===== config.mk =====
export PLATFORM = sky130hd
export DESIGN_NAME = scan_port_ctrl
export DESIGN_NICKNAME = d
export VERILOG_FILES = /design/src/rtl/scan_port_pkg.sv /design/src/rtl/scan_port_fsm.sv /design/src/rtl/scan_port_ir.sv /design/src/rtl/scan_port_dr.sv /design/src/rtl/scan_port_ctrl.sv
export SDC_FILE = /design/constraint.sdc
export NUM_CORES = 1
export LEC_CHECK = 0
export ABC_CLOCK_PERIOD_IN_PS = 3000
export BUFFER_PORTS_ARGS = -buffer_cell sky130_fd_sc_hd__buf_4
export CORE_ASPECT_RATIO = 0.7
export CORE_MARGIN = 5
export CORE_UTILIZATION = 35
export DETAILED_ROUTE_END_ITERATION = 10
export HOLD_SLACK_MARGIN = 0.06
export SLEW_MARGIN = 20
export SYNTH_ARGS = -nofsm -noshare
export SYNTH_HDL_FRONTEND = slang
export SYNTH_HIERARCHICAL = 1
export SYNTH_SLANG_ARGS = --single-unit

===== constraint.sdc =====
create_clock -name tck -period 3 [get_ports tck]
set_clock_uncertainty 0.05 [all_clocks]
set_input_delay 0 -clock tck [delete_from_list [all_inputs] [get_ports tck]]
set_output_delay 0 -clock tck [all_outputs]
set_load 0.05 [all_outputs]

===== src/rtl/scan_port_pkg.sv =====
package scan_port_pkg;

    localparam int IR_W = 4;

    // instruction codes with fixed meaning
    localparam logic [IR_W-1:0] OP_IDCODE  = 4'b0010;
    localparam logic [IR_W-1:0] OP_BYPASS  = 4'b1111;
    localparam logic [IR_W-1:0] IR_CAPTURE = 4'b0001;

    typedef enum logic [3:0] {
        ST_RESET  = 4'd0,
        ST_IDLE   = 4'd1,
        ST_SEL_DR = 4'd2,
        ST_CAP_DR = 4'd3,
        ST_SH_DR  = 4'd4,
        ST_EX1_DR = 4'd5,
        ST_PAU_DR = 4'd6,
        ST_EX2_DR = 4'd7,
        ST_UPD_DR = 4'd8,
        ST_SEL_IR = 4'd9,
        ST_CAP_IR = 4'd10,
        ST_SH_IR  = 4'd11,
        ST_EX1_IR = 4'd12,
        ST_PAU_IR = 4'd13,
        ST_EX2_IR = 4'd14,
        ST_UPD_IR = 4'd15
    } tap_state_e;

endpackage


===== src/rtl/scan_port_fsm.sv =====
module scan_port_fsm
    import scan_port_pkg::*;
(
    input  logic       tck,
    input  logic       por_n,
    input  logic       tms,
    output tap_state_e state
);

    tap_state_e state_d, state_q;

    always_comb begin
        state_d = state_q;
        case (state_q)
            ST_RESET:  state_d = tms ? ST_RESET  : ST_IDLE;
            ST_IDLE:   state_d = tms ? ST_SEL_DR : ST_IDLE;
            ST_SEL_DR: state_d = tms ? ST_SEL_IR : ST_CAP_DR;
            ST_CAP_DR: state_d = tms ? ST_EX1_DR : ST_SH_DR;
            ST_SH_DR:  state_d = tms ? ST_EX1_DR : ST_SH_DR;
            ST_EX1_DR: state_d = tms ? ST_UPD_DR : ST_PAU_DR;
            ST_PAU_DR: state_d = tms ? ST_EX2_DR : ST_PAU_DR;
            ST_EX2_DR: state_d = tms ? ST_UPD_DR : ST_SH_DR;
            ST_UPD_DR: state_d = tms ? ST_SEL_DR : ST_IDLE;
            ST_SEL_IR: state_d = tms ? ST_RESET  : ST_CAP_IR;
            ST_CAP_IR: state_d = tms ? ST_EX1_IR : ST_SH_IR;
            ST_SH_IR:  state_d = tms ? ST_EX1_IR : ST_SH_IR;
            ST_EX1_IR: state_d = tms ? ST_UPD_IR : ST_PAU_IR;
            ST_PAU_IR: state_d = tms ? ST_EX2_IR : ST_PAU_IR;
            ST_EX2_IR: state_d = tms ? ST_UPD_IR : ST_SH_IR;
            ST_UPD_IR: state_d = tms ? ST_SEL_DR : ST_IDLE;
            default:   state_d = ST_RESET;
        endcase
    end

    always_ff @(posedge tck or negedge por_n) begin
        if (!por_n) state_q <= ST_RESET;
        else        state_q <= state_d;
    end

    assign state = state_q;

    assert_reset_hold_R3: assert property (@(posedge tck) disable iff (!por_n)
        (state_q == ST_RESET && tms) |=> (state_q == ST_RESET));

    assert_shift_stay_R2: assert property (@(posedge tck) disable iff (!por_n)
        (state_q == ST_SH_DR && !tms) |=> (state_q == ST_SH_DR));

endmodule


===== src/rtl/scan_port_ir.sv =====
module scan_port_ir
    import scan_port_pkg::*;
(
    input  logic            tck,
    input  logic            por_n,
    input  logic            tdi,
    input  tap_state_e      state,
    output logic            ir_tdo,
    output logic [IR_W-1:0] instr
);

    typedef struct packed {
        logic [IR_W-1:0] sr;
        logic [IR_W-1:0] ir;
    } ir_regs_t;

    ir_regs_t regs_d, regs_q;

    always_comb begin
        regs_d = regs_q;
        case (state)
            ST_CAP_IR: regs_d.sr = IR_CAPTURE;
            ST_SH_IR:  regs_d.sr = {tdi, regs_q.sr[IR_W-1:1]};
            ST_UPD_IR: regs_d.ir = regs_q.sr;
            ST_RESET:  regs_d.ir = OP_IDCODE;
            default:   ;
        endcase
    end

    always_ff @(posedge tck or negedge por_n) begin
        if (!por_n) regs_q <= '{sr: IR_CAPTURE, ir: OP_IDCODE};
        else        regs_q <= regs_d;
    end

    assign ir_tdo = regs_q.sr[0];
    // reset state selects the identification register without a clock edge
    assign instr  = (state == ST_RESET) ? OP_IDCODE : regs_q.ir;

    assert_ir_stable_R5: assert property (@(posedge tck) disable iff (!por_n)
        (state != ST_UPD_IR && state != ST_RESET) |=> $stable(regs_q.ir));

    assert_ir_capture_R4: assert property (@(posedge tck) disable iff (!por_n)
        (state == ST_CAP_IR) |=> (ir_tdo == 1'b1));

endmodule


===== src/rtl/scan_port_dr.sv =====
module scan_port_dr
    import scan_port_pkg::*;
#(
    parameter int          ID_W        = 32,
    parameter logic [31:0] IDCODE_VALUE = 32'h2B7D_4C59,
    parameter int          N_EXT       = 2,
    parameter int          EXT_OP_BASE = 8
) (
    input  logic             tck,
    input  logic             por_n,
    input  logic             tdi,
    input  tap_state_e       state,
    input  logic [IR_W-1:0]  instr,
    input  logic [N_EXT-1:0] ext_tdo,
    output logic             dr_tdo,
    output logic [N_EXT-1:0] ext_sel
);

    typedef struct packed {
        logic [ID_W-1:0] id;
        logic            byp;
    } dr_regs_t;

    dr_regs_t regs_d, regs_q;
    logic     id_sel, byp_sel, ext_bit;

    for (genvar i = 0; i < N_EXT; i++) begin : g_ext
        assign ext_sel[i] = (instr == IR_W'(EXT_OP_BASE + i));
    end

    assign id_sel  = (instr == OP_IDCODE);
    assign byp_sel = !id_sel && !(|ext_sel);

    always_comb begin
        ext_bit = 1'b0;
        for (int i = 0; i < N_EXT; i++) begin
            if (ext_sel[i]) ext_bit = ext_tdo[i];
        end
    end

    always_comb begin
        regs_d = regs_q;
        if (state == ST_CAP_DR) begin
            if (id_sel)  regs_d.id  = IDCODE_VALUE[ID_W-1:0];
            if (byp_sel) regs_d.byp = 1'b0;
        end else if (state == ST_SH_DR) begin
            if (id_sel)  regs_d.id  = {tdi, regs_q.id[ID_W-1:1]};
            if (byp_sel) regs_d.byp = tdi;
        end
    end

    always_ff @(posedge tck or negedge por_n) begin
        if (!por_n) regs_q <= '{id: IDCODE_VALUE[ID_W-1:0], byp: 1'b0};
        else        regs_q <= regs_d;
    end

    assign dr_tdo = id_sel ? regs_q.id[0] : (byp_sel ? regs_q.byp : ext_bit);

    assert_bypass_zero_R8: assert property (@(posedge tck) disable iff (!por_n)
        (state == ST_CAP_DR && byp_sel) |=> (regs_q.byp == 1'b0));

    assert_ext_onehot_R9: assert property (@(posedge tck) disable iff (!por_n)
        $onehot0(ext_sel));

    assert_id_lsb_R7: assert property (@(posedge tck) disable iff (!por_n)
        (state == ST_CAP_DR && id_sel) |=> (regs_q.id[0] == 1'b1));

endmodule


===== src/rtl/scan_port_ctrl.sv =====
module scan_port_ctrl
    import scan_port_pkg::*;
#(
    parameter logic [31:0] IDCODE_VALUE = 32'h2B7D_4C59,
    parameter int          N_EXT       = 2,
    parameter int          EXT_OP_BASE = 8
) (
    input  logic             tck,
    input  logic             por_n,
    input  logic             tms,
    input  logic             tdi,
    input  logic [N_EXT-1:0] ext_tdo,
    output logic             tdo,
    output logic             tdo_oe,
    output logic             dr_capture,
    output logic             dr_shift,
    output logic             dr_update,
    output logic [N_EXT-1:0] ext_sel
);

    localparam int ID_W = 32;

    typedef struct packed {
        logic dout;
        logic oe;
    } out_regs_t;

    tap_state_e      state;
    logic            ir_tdo, dr_tdo;
    logic [IR_W-1:0] instr;
    out_regs_t       out_d, out_q;

    scan_port_fsm u_fsm (
        .tck   (tck),
        .por_n (por_n),
        .tms   (tms),
        .state (state)
    );

    scan_port_ir u_ir (
        .tck    (tck),
        .por_n  (por_n),
        .tdi    (tdi),
        .state  (state),
        .ir_tdo (ir_tdo),
        .instr  (instr)
    );

    scan_port_dr #(
        .ID_W         (ID_W),
        .IDCODE_VALUE (IDCODE_VALUE),
        .N_EXT        (N_EXT),
        .EXT_OP_BASE  (EXT_OP_BASE)
    ) u_dr (
        .tck     (tck),
        .por_n   (por_n),
        .tdi     (tdi),
        .state   (state),
        .instr   (instr),
        .ext_tdo (ext_tdo),
        .dr_tdo  (dr_tdo),
        .ext_sel (ext_sel)
    );

    assign dr_capture = (state == ST_CAP_DR);
    assign dr_shift   = (state == ST_SH_DR);
    assign dr_update  = (state == ST_UPD_DR);

    always_comb begin
        out_d = '0;
        if (state == ST_SH_IR) begin
            out_d.dout = ir_tdo;
            out_d.oe   = 1'b1;
        end else if (state == ST_SH_DR) begin
            out_d.dout = dr_tdo;
            out_d.oe   = 1'b1;
        end
    end

    always_ff @(negedge tck or negedge por_n) begin
        if (!por_n) out_q <= '0;
        else        out_q <= out_d;
    end

    assign tdo    = out_q.dout;
    assign tdo_oe = out_q.oe;

    assert_oe_in_shift_R10: assert property (@(posedge tck) disable iff (!por_n)
        tdo_oe |-> (state == ST_SH_IR || state == ST_SH_DR));

    assert_tdo_quiet_R10: assert property (@(posedge tck) disable iff (!por_n)
        !tdo_oe |-> !tdo);

endmodule


Word-level counts from Yosys, hierarchy flattened
Cells that the tools add are included.
- ROM bits: 0
- bits of input ports: 6
- memories kept: 0
- output and inout port bits: 7
- latch bits: 0
- bits in registers: 47
- memory bits (writable): 0
- logic and storage cells: 66
- add/subtract/negate cells: 0
- reductions and logical operators: 13
- divide/modulo/power cells: 0
- $mul: 0
- bitwise gates (word level): 0
- shifts and indexed selects: 0
- equality and inequality tests: 18
- mux-type cells: 28
- $lt $le $gt $ge: 0
- operator list (operator ; count):
    $mux W33 ; 2
    $mux W32 ; 2
    $pmux W4 S12 ; 1
    $eq A4 B4 Y1 const B ; 10
    $mux W4 ; 5
    $eq A4 B3 Y1 const B ; 4
    $pmux W4 S2 ; 2
    $eq A4 B2 Y1 const B ; 3
    $mux W2 ; 5
    $mux W1 ; 9
    $mux W3 ; 2
    $reduce_bool A2 Y1 ; 3
    $reduce_or A2 Y1 ; 3
    $eq A4 B1 Y1 const B ; 1
    $logic_not A4 Y1 ; 1
    $reduce_and A2 Y1 ; 2
    $reduce_or A3 Y1 ; 1
    $logic_not A1 Y1 ; 2
    $logic_and A1 B1 Y1 ; 1

Depth between registers and ports, before layout
Gate-level depths: netlist of the first run.
- depth in word-level cells: 10
- gate-level depth with buffers: 9
- mapped depth without buffers: 7

Cells and area by module
Netlist of the first run, hierarchy kept.
- by module, submodules not included (module ; instances ; cells each ; area an instance (um2) ; seq. area each (um2)):
    scan_port_dr ; 1 ; 135 ; 1547.7 ; 847.1
    scan_port_ir ; 1 ; 44 ; 406.6 ; 202.7
    scan_port_fsm ; 1 ; 37 ; 314.1 ; 100.1
    scan_port_ctrl ; 1 ; 10 ; 118.9 ; 50.0

==> summary.md, run 1 <==
| Metric | Value |
|---|---|
| Die area | `8599 um2` |
| First-pass GRT wire length | `8245 um` |
| Distinct cells, synth | `51` |
| Cell Pwr Density | `1066 nW/um2` |
| Reg2Reg Capture Point | `tdo` |
| Port-buffer cells | `12` |
| Max-cap viol count | `0` |
| Cell count of the worst reg-to-reg path | `7` |
| Nets@finish | `262` |
| Fill cell count | `668` |
| Cells after Synth | `226` |
| Switching Share | `38.05%` |
| Starting Density | `35.66%` |
| Failing checks | `setup timing` |
| Vias in the first global route | `1631` |
| #FFs+latches synth | `47` |
| Most frequent cells in the layout | `buf_4, dfrtp_1, inv_1` |
| EDFF count, synth | `0` |
| Routed vias | `1683` |
| Power share of the clock group | `15.2%` |
| Die X | `108.7 um` |
| Critical Path Start Type | `flop` |
| Slowest stage cell, crit path | `dfrtp_2` |
| Routed wire per std cell | `13.50 um` |
| Cell chain of the critical path | `or3_4 > nor2_4 > nor2b_2 > mux2_2 > mux2i_1 > o21ai_1 > o2bb2ai_1` |
| Via-to-Cell Ratio | `4.795` |
| Root Buffer | `clkbuf_8` |
| ANT nets after route | `0` |
| Endpoints failing hold | `0` |
| CP Capture Type | `flop` |
| Row count | `25` |
| Rel. slew slack | `44.07%` |
| Synth-to-Final Area Change | `18.45%` |
| Setup bufs post-CTS | `0` |
| H-tree levels | `2` |
| Mapped Area | `2387 um2` |
| Worst-skew pair later-pin latency | `300 ps` |
| Synth warn | `6` |
| Number of CTS-inserted buffers | `5` |
| Final wirelength | `4738 um` |
| CTS clock-pin slew for the worst setup and hold paths | `90 ps` |
| Switch Pwr | `1.148 mW` |
| CP max stage delay | `400 ps` |
| Top fanout value on the critical path | `4` |
| First-pass DRT Iterations | `4` |
| Clock Sinks | `47` |
| Origin of the critical flop-to-flop path | `u_fsm/state[3]` |
| Sequential share of power | `35.0%` |
| Hold crit path type | `in -> async` |
| Grt total ovfl | `0` |
| Final setup TNS | `-317.8 ps` |
| Final setup viols | `1` |
| Residual DRC | `0` |
| Fraction of synthesis flops using an asynchronous set or reset pin | `100.0%` |
| R2r setup slk | `-320 ps` |
| Int Power | `1.868 mW` |
| Leak | `1.256 nW` |
| Fin cells | `351` |
| Arr. time, crit path | `1920 ps` |
| Die height | `79.10 um` |
| RSZ-0062 raised after global routing | `yes` |
| CP bufs+invs | `0` |
| DRT iter0 DRCs | `128` |
| Register area share after synthesis | `50.26%` |
| Detail Placement HPWL | `3133 um` |
| Worst slew pin tran | `836.7 ps` |
| # diodes | `0` |
| Placed Instances | `339` |
| Largest net degree at the start of global routing | `42` |
| TritonCTS clock tree | `done` |
| Clock buffer depth | `2` |
| # IOs | `13` |
| Post-Syn Area per Cell | `10.56 um2` |
| Gpl congestion | `0.6985` |
| Fraction of layout cells with a size suffix above 1 | `35.41%` |
| Place WS | `-522.9 ps` |
| CP top delay family | `simple AND/OR/NAND/NOR gates` |
| All-layer global routing usage | `12.27%` |
| Final setup slack of the worst path | `-317.8 ps` |
| Gate power share | `49.8%` |
| Leading cell type in the layout, fill and taps excluded | `buf_4` |
| Peak VDD IR | `0.2939 mV` |
| Antenna violations before repair | `0` |
| Fin. max-slew vios | `0` |
| Main synth FF type | `dfrtp_1` |
| Critical Path RT | `1600 ps` |
| Crit path kind | `reg -> reg` |
| Synth Net Count | `232` |
| Core Area | `6694 um2` |
| Outcome | `finished, violations left` |
## cells by family after synthesis
family	Yosys count	synth area share (%)
buffers and inverters	33	7.232
and+or+nand+nor	79	19.92
AOI/OAI and AO/OA	41	10.74
DFF	47	50.26
muxes	26	11.84
## how the worst max path moves through the flow
stage                     depth (start not counted)            from  endpoint
after floorplan                                   8  u_fsm/state[0]       tdo
after global placement                            7  u_fsm/state[3]       tdo
after detailed placement                          7  u_fsm/state[3]       tdo
after CTS                                         7  u_fsm/state[3]       tdo
after global routing                              7  u_fsm/state[2]       tdo
final                                             7  u_fsm/state[3]       tdo
## per-layer routing
layer	track usage [%]	routed length [um]
met3	3.087	133
met5	0	0
met4	4.666	67
met2	15.72	1882
met1	19.25	2654
## power by group through the flow
stage / combinational, mW / clock (mW) / sequential (mW)
after floorplan: 1.07 / 0 / 1.15
after global placement: 1.46 / 0 / 1.06
after detailed placement: 1.48 / 0 / 1.07
after CTS: 1.51 / 0.477 / 1.06
after global routing: 1.66 / 0.506 / 1.09
final: 1.50 / 0.458 / 1.06
## synth_stat cells (all sizes together), types with 2 or more instances
cell type	n	share of area [%]
nand2	20	3.1
o22ai	4	1.0
inv	21	3.3
buf	7	2.7
nor4b	5	3.0
and2b	2	0.73
nor3b	2	0.63
a21oi	10	2.3
mux2	18	8.5
nand2b	2	0.52
o21ai	17	3.6
nor3	3	0.63
clkbuf	5	1.2
nor2	17	2.8
nor2b	3	0.79
mux2i	8	3.4
dfrtn	2	2.1
and3	2	0.58
dfstp	19	21
nand4	10	2.6
or2	2	0.52
and2	2	0.52
dfrtp	26	27
a211oi	2	0.63
## worst reg2reg max path: stages, from the launching register on
cell	delay [ps]
dfrtp_2	400
or3_4	380
nor2_4	130
nor2b_2	90
mux2_2	280
mux2i_1	140
o21ai_1	90
o2bb2ai_1	130
## state kept, by name, summed over array words and instances, names as in the netlist
register,count
tdo,1
u_ir/ir_tdo,1
u_fsm/state,4
tdo_oe,1
u_dr/regs_q,33
u_ir/regs_q,7
## through the flow
stage	area (um2)	util (%)	hold slack [ps]	power, mW
after global routing	2828	42.24	148.0	3.255
final	2828	42.24	151.4	3.016
after floorplan	2419	-	-345.6	2.215
after global placement	2665	39.81	-232.7	2.515
after detailed placement	2665	39.81	-232.7	2.551
after CTS	2828	42.24	140.0	3.042
## layout make-up
type	instances	area, um2	area share (%)
Tap cell	94	117.6	4.159
Clock inverter	1	30.03	1.062
Timing Repair Buffer	35	272.8	9.646
Inverter	21	78.83	2.788
Multi-Input combinational cell	146	1050	37.12
Sequential cell	47	1202	42.52
Clock buffer	7	76.32	2.699
## what timing repair did
item | in CTS | in global routing
resized for setup | 5 | 0
hold buffers | 4 | 0
endpoints found under the hold margin | 34 | 0
pin swaps | 1 | 1
setup endpoints to repair | 1 | 1
(Power assumes the default switching activity.)
==> run 2: changes to the inputs <==
--- a/config.mk
+++ b/config.mk
@@ -12,8 +12,8 @@
 export CORE_UTILIZATION = 35
 export DETAILED_ROUTE_END_ITERATION = 10
 export HOLD_SLACK_MARGIN = 0.06
+export REMOVE_ABC_BUFFERS = 1
 export SLEW_MARGIN = 20
 export SYNTH_ARGS = -nofsm -noshare
 export SYNTH_HDL_FRONTEND = slang
-export SYNTH_HIERARCHICAL = 1
 export SYNTH_SLANG_ARGS = --single-unit
==> constraint.sdc (replaced) <==
create_clock -name tck -period 3 [get_ports tck]
set_clock_uncertainty 0.05 [all_clocks]
set_input_delay 0.6 -clock tck [delete_from_list [all_inputs] [get_ports tck]]
set_output_delay 0.6 -clock tck [all_outputs]
set_load 0.05 [all_outputs]
==> summary.md, run 2 <==
| Metric | Value |
|---|---|
| Outcome | `finished, violations left (unchanged)` |
| Failing checks | `setup timing (unchanged)` |
| Reg2Reg Capture Point | `tdo_oe (was tdo)` |
| Distinct cells, synth | `41 (was 51)` |
| Synth top cells by count | `nand2_1, o21ai_2, dfrtp_1 (was dfrtp_1, inv_1, nand2_1)` |
| EDFF count, synth | `0 (unchanged)` |
| Peak VDD IR | `0.2493 mV (was 0.2939 mV)` |
| Setup bufs post-CTS | `0 (unchanged)` |
| Synth warn | `0 (was 6)` |
| Mapped Area | `2377 um2 (was 2387 um2)` |
| Clock Sinks | `47 (unchanged)` |
| Post-Syn Area per Cell | `9.783 um2 (was 10.56 um2)` |
| Area share of the largest cell type after synthesis | `27.37% (was 27.25%)` |
| Worst min-delay path startpoint | `u_dr.regs_q[4]` |
| CP bufs+invs | `1 (was 0)` |
| Grt total ovfl | `0 (unchanged)` |
| Final setup slack of the worst path | `-56.38 ps (was -317.8 ps)` |
| All-layer global routing usage | `10.73% (was 12.27%)` |
| Root Buffer | `clkbuf_8 (unchanged)` |
| Register area share after synthesis | `50.47% (was 50.26%)` |
| Max reg flops | `33 (unchanged)` |
| Vias in the first global route | `1480 (was 1631)` |
| Cell Pwr Density | `1032 nW/um2 (was 1066 nW/um2)` |
| Cells after Synth | `243 (was 226)` |
| Synth-to-Final Area Change | `11.26% (was 18.45%)` |
| Clock buffer depth | `2 (unchanged)` |
| Core Area | `6694 um2 (unchanged)` |
| CP Capture Type | `primary output (was flop)` |
| Fraction of layout cells with a size suffix above 1 | `34.11% (was 35.41%)` |
| Slowest stage cell, crit path | `dfrtn_1 (was dfrtp_2)` |
| Detail Placement HPWL | `2839 um (was 3133 um)` |
| Routed vias | `1639 (was 1683)` |
| Leak | `1.119 nW (was 1.256 nW)` |
| Final setup viols | `2 (was 1)` |
| Cell accounting for the most synthesized area | `dfrtp_1 (unchanged)` |
| # IOs | `13 (unchanged)` |
| Row count | `25 (unchanged)` |
| Critical Path RT | `2350 ps (was 1600 ps)` |
| First-pass GRT wire length | `7210 um (was 8245 um)` |
| Routed wire per std cell | `12.02 um (was 13.50 um)` |
| Port-buffer cells | `12 (unchanged)` |
| Cell depth of the worst hold path | `2` |
| Origin of the critical flop-to-flop path | `u_fsm.state[2] (was u_fsm/state[3])` |
| First-pass DRT Iterations | `4 (unchanged)` |
| Final wirelength | `4231 um (was 4738 um)` |
| Nets@finish | `263 (was 262)` |
| # diodes | `0 (unchanged)` |
| Util after Layout | `39.51% (was 42.24%)` |
| CP top delay family | `flip-flops (was simple AND/OR/NAND/NOR gates)` |
| #FFs+latches synth | `47 (unchanged)` |
| Cell count of the worst reg-to-reg path | `3 (was 7)` |
| H-tree levels | `2 (unchanged)` |
| Leading cell type in the layout, fill and taps excluded | `nand2_1 (was buf_4)` |
| Residual DRC | `0 (unchanged)` |
| CP max stage delay | `440 ps (was 400 ps)` |
| Critical Path Start Type | `flop (unchanged)` |
| Arr. time, crit path | `2410 ps (was 1920 ps)` |
| Largest Register | `u_dr.regs_q (was u_dr/regs_q)` |
| Hold crit path type | `reg -> reg (was in -> async)` |
| Hold WS | `415.5 ps (was 151.4 ps)` |
| RSZ-0062 raised after global routing | `yes (unchanged)` |
| CTS clock-pin slew for the worst setup and hold paths | `90 ps (about the same)` |
| Die area | `8567 um2 (was 8599 um2)` |
| R2r setup slk | `180 ps (was -320 ps)` |
| Die height | `78.96 um (was 79.10 um)` |
| Rel. slew slack | `50.35% (was 44.07%)` |
| Endpoints failing hold | `0 (unchanged)` |
| Via-to-Cell Ratio | `4.656 (was 4.795)` |
| Fraction of synthesis flops using an asynchronous set or reset pin | `100.0% (unchanged)` |
| Top fanout value on the critical path | `1 (was 4)` |
| Antenna violations before repair | `0 (unchanged)` |
| Final setup TNS | `-71.12 ps (was -317.8 ps)` |
| Hold Path Sink | `u_dr.regs_q[4]` |
| Worst slew pin tran | `744.7 ps (was 836.7 ps)` |
| Number of CTS-inserted buffers | `5 (unchanged)` |
| Crit path kind | `reg -> out (was reg -> reg)` |
| DRT iter0 DRCs | `95 (was 128)` |
| Ranking of synthesized cells by area | `dfrtp_1, dfstp_2, o21ai_2, nand2_1, buf_6 (was dfrtp_1, dfstp_2, mux2_2, o21ai_0, mux2i_1)` |
| TritonCTS clock tree | `done (unchanged)` |
| Most frequent cells in the layout | `nand2_1, o21ai_2, dfrtp_1 (was buf_4, dfrtp_1, inv_1)` |
| Max-cap viol count | `0 (unchanged)` |
| ANT nets after route | `0 (unchanged)` |
| Count leader, synth | `nand2_1 (was dfrtp_1)` |
| Largest net degree at the start of global routing | `65 (was 42)` |
| Cell chain of the critical path | `buf_6 (was or3_4 > nor2_4 > nor2b_2 > mux2_2 > mux2i_1 > o21ai_1 > o2bb2ai_1)` |
| Die X | `108.5 um (was 108.7 um)` |
| Gpl congestion | `0.7794 (was 0.6985)` |
| Worst-skew pair later-pin latency | `300 ps (about the same)` |
| Main synth FF type | `dfrtp_1 (unchanged)` |
| Starting Density | `35.51% (was 35.66%)` |
| Fin. max-slew vios | `0 (unchanged)` |
[run 2: area by class of cell]
cell class / count / area [um2]
Fill cell: 687 / 4049
Multi-Input combinational cell: 174 / 1010
Tap cell: 94 / 117.6
Sequential cell: 47 / 1200
Timing Repair Buffer: 25 / 197.7
Clock buffer: 8 / 100.1
Inverter: 4 / 20.02
[run 2: worst register-to-register path: cells and delay by family (launching register included)]
kind | cells | cell delay [ps]
AND/OR/NAND/NOR | 3 | 550
flip-flops | 1 | 570
[run 2: stage by stage]
step,instance area (um2),power (mW),cells,worst slack (ps)
2_1_floorplan,2230,1.985,225,-358.5
3_3_place_gp,2527,2.307,343,165.6
3_5_place_dp,2527,2.335,343,144.9
4_1_cts,2645,2.762,352,-65.10
5_1_grt,2645,2.936,352,-88.32
6_report,2645,2.729,352,-56.38
[run 2: what timing repair did]
item | in CTS | in global routing
hold endpoints to repair | 1 | 0
gates cloned | 0 | 0
hold buffers | 1 | 0
resized for setup | 2 | 0
setup endpoints to repair | 2 | 2
[run 2: how the worst max path moves through the flow]
stage	from	to	slack, ps	depth (start not counted)
detailed placement	ext_tdo[1]	tdo	140	5
global placement	ext_tdo[1]	tdo	170	5
CTS	tdo	tdo	-70	1
floorplan	u_fsm.state[1]	tdo	-360	3
finish	tdo	tdo	-60	1
global route	tdo	tdo	-90	1
[run 2: logic make-up (layout without fill, tap and decap cells)]
logic type                after synthesis  count (layout)  share of synthesized area, %
buffers and inverters                  22              37                         7.053
xor gates and xnor gates                1               1                        0.3685
and+or+nand+nor                       110             110                         22.00
AOI/OAI and AO/OA                      62              62                         19.68
DFF                                    47              47                         50.47
muxes                                   1               1                        0.4211
[run 2: metal layers]
layer | share of wire (%) | track usage (%)
met3 | 2.6 | 2.437
met4 | 1.9 | 4.918
met1 | 54 | 16.30
met2 | 42 | 14.18
met5 | 0 | 0
[run 2: power by group]
group	switching [mW]	internal (mW)	total, mW	leakage (nW)
Combinational	0.751	0.466	1.22	0.498
Sequential	0.179	0.917	1.10	0.570
Clock	0.206	0.211	0.416	0.0515
==> run 3: changes to the inputs <==
==> constraint.sdc (replaced) <==
create_clock -name tck -period 3 [get_ports tck]
set_clock_uncertainty 0.05 [all_clocks]
set_input_delay 0.6 -clock tck [delete_from_list [all_inputs] [get_ports tck]]
set_output_delay 0.6 -clock tck [all_outputs]
set_load 0.1 [all_outputs]
==> summary.md, run 3 (synthesis results as in run 2) <==
| Metric | Value |
|---|---|
| Largest Register | `u_dr.regs_q (unchanged)` |
| Die area | `8567 um2 (unchanged)` |
| Cell Pwr Density | `1070 nW/um2 (was 1032 nW/um2)` |
| CTS clock-pin slew for the worst setup and hold paths | `80 ps (was 90 ps)` |
| Port-buffer cells | `12 (unchanged)` |
| Hold crit path type | `reg -> reg (unchanged)` |
| RSZ-0062 raised after global routing | `yes (unchanged)` |
| Routed vias | `1666 (was 1639)` |
| Hold WS | `413.8 ps (was 415.5 ps)` |
| DRT iter0 DRCs | `100 (was 95)` |
| Slowest stage cell, crit path | `dfrtn_1 (unchanged)` |
| Place WS | `125.1 ps (was 144.9 ps)` |
| CP top delay family | `flip-flops (unchanged)` |
| First-pass GRT wire length | `8086 um (was 7210 um)` |
| Placed Instances | `343 (unchanged)` |
| Switching Share | `43.13% (was 41.60%)` |
| Worst-skew pair later-pin latency | `300 ps (about the same)` |
| Outcome | `finished, violations left (unchanged)` |
| Row count | `25 (unchanged)` |
| Int Power | `1.631 mW (was 1.594 mW)` |
| Endpoints failing hold | `0 (unchanged)` |
| Setup bufs post-CTS | `0 (unchanged)` |
| Leading cell type in the layout, fill and taps excluded | `nand2_1 (unchanged)` |
| Largest net degree at the start of global routing | `45 (was 65)` |
| Gate power share | `47.1% (was 44.6%)` |
| Clock buffer depth | `2 (unchanged)` |
| Worst slew pin tran | `950.0 ps (was 744.7 ps)` |
| Residual DRC | `0 (unchanged)` |
| Peak VDD IR | `0.3383 mV (was 0.2493 mV)` |
| # IOs | `13 (unchanged)` |
| H-tree levels | `2 (unchanged)` |
| Switch Pwr | `1.236 mW (was 1.135 mW)` |
| Detail Placement HPWL | `3098 um (was 2839 um)` |
| CP max stage delay | `450 ps (was 440 ps)` |
| Core Area | `6694 um2 (unchanged)` |
| # diodes | `0 (unchanged)` |
| Final setup viols | `2 (unchanged)` |
| TritonCTS clock tree | `done (unchanged)` |
| Clock Sinks | `47 (unchanged)` |
| Crit path kind | `reg -> out (unchanged)` |
| Fill cell count | `691 (was 687)` |
| Max-cap viol count | `0 (unchanged)` |
| Sequential share of power | `38.1% (was 40.2%)` |
| Most frequent cells in the layout | `nand2_1, o21ai_2, dfrtp_1 (unchanged)` |
| Die X | `108.5 um (unchanged)` |
| Nets@finish | `263 (unchanged)` |
| All-layer global routing usage | `12.08% (was 10.73%)` |
| Fraction of layout cells with a size suffix above 1 | `34.50% (was 34.11%)` |
| Power share of the clock group | `14.7% (was 15.2%)` |
| Failing checks | `setup timing (unchanged)` |
| ANT nets after route | `0 (unchanged)` |
| Cell chain of the critical path | `buf_12 (was buf_6)` |
| Fin. max-slew vios | `0 (unchanged)` |
| Fin cells | `352 (unchanged)` |
| Via-to-Cell Ratio | `4.733 (was 4.656)` |
| CP bufs+invs | `1 (unchanged)` |
| Grt total ovfl | `0 (unchanged)` |
| Number of CTS-inserted buffers | `5 (unchanged)` |
| Starting Density | `35.51% (unchanged)` |
| Rel. slew slack | `36.67% (was 50.35%)` |
| Max reg flops | `33 (unchanged)` |
| Die height | `78.96 um (unchanged)` |
| Final setup TNS | `-145.5 ps (was -71.12 ps)` |
| CP Capture Type | `primary output (unchanged)` |
| Critical Path RT | `2350 ps (about the same)` |
| Critical Path Start Type | `flop (unchanged)` |
| Synth-to-Final Area Change | `12.68% (was 11.26%)` |
| Routed wire per std cell | `12.86 um (was 12.02 um)` |
| Arr. time, crit path | `2430 ps (was 2410 ps)` |
| Gpl congestion | `0.8361 (was 0.7794)` |
| First-pass DRT Iterations | `4 (unchanged)` |
| Final wirelength | `4528 um (was 4231 um)` |
| Vias in the first global route | `1656 (was 1480)` |
| Top fanout value on the critical path | `1 (unchanged)` |
| Leak | `1.129 nW (was 1.119 nW)` |
| Final setup slack of the worst path | `-78.72 ps (was -56.38 ps)` |
| Antenna violations before repair | `0 (unchanged)` |
| Root Buffer | `clkbuf_8 (unchanged)` |
-- run 3: worst register-to-register path: stages, from the launching register on --
cell and delay, ps:
dfrtp_1 440, nor3b_1 370, nand2_1 100, o2111ai_1 120
o211ai_1 110
-- run 3: worst paths after layout --
kind | to | startpoint | cells after the start | slack (ps)
setup / recovery | tdo | tdo | 1 | -80
hold / removal | u_dr.regs_q[4] | u_dr.regs_q[4] | 2 | 410
setup reg to reg | tdo | u_ir.regs_q[3] | 4 | 150
hold reg to reg | u_dr.regs_q[4] | u_dr.regs_q[4] | 2 | 410
max in group asynchronous | tdo_oe | por_n | 2 | 790
min in group asynchronous | u_fsm.state[0] | por_n | 2 | 580
-- run 3: what timing repair did --
action	4_1_cts	5_1_grt
pin swaps	0	0
endpoints found under the setup margin	2	2
hold buffers	1	0
gates resized for setup	6	0
hold endpoints to repair	1	0
-- run 3: final cells by class --
cell class | instances | area (um2) | area share (%)
inverter | 4 | 20.02 | 0.7473
clock buffer | 7 | 96.34 | 3.596
multi-input combinational | 174 | 1010 | 37.69
tap | 94 | 117.6 | 4.390
sequential | 47 | 1200 | 44.79
clock inverter | 1 | 7.507 | 0.2802
timing repair buffer | 25 | 227.7 | 8.501
-- run 3: routing by layer --
metal | GRT usage, % | vias to the layer above | wire, um | part of all wire [%]
met5 | 0 | - | 0 | 0
met4 | 5.170 | 0 | 68 | 1.5
met3 | 2.681 | 5 | 155 | 3.4
met2 | 17.69 | 25 | 2009 | 44
met1 | 17.10 | 785 | 2295 | 51
li1 | - | 851 | - | -
-- run 3: power by group through the flow --
| stage | sequential (mW) | combinational, mW | clock (mW) |
|---|---|---|---|
| final | 1.09 | 1.35 | 0.422 |
| after global routing | 1.13 | 1.51 | 0.474 |
| after CTS | 1.10 | 1.37 | 0.442 |
| after detailed placement | 1.10 | 1.35 | 0 |
| after global placement | 1.09 | 1.32 | 0 |
| after floorplan | 1.17 | 0.889 | 0 |
-- run 3: per-stage QoR --
step	utilization, %	total power [mW]	cell area [um2]
2_1_floorplan	-	2.060	2230
3_3_place_gp	37.94	2.416	2540
6_report	40.02	2.867	2679
4_1_cts	40.02	2.911	2679
3_5_place_dp	37.94	2.448	2540
5_1_grt	40.02	3.119	2679
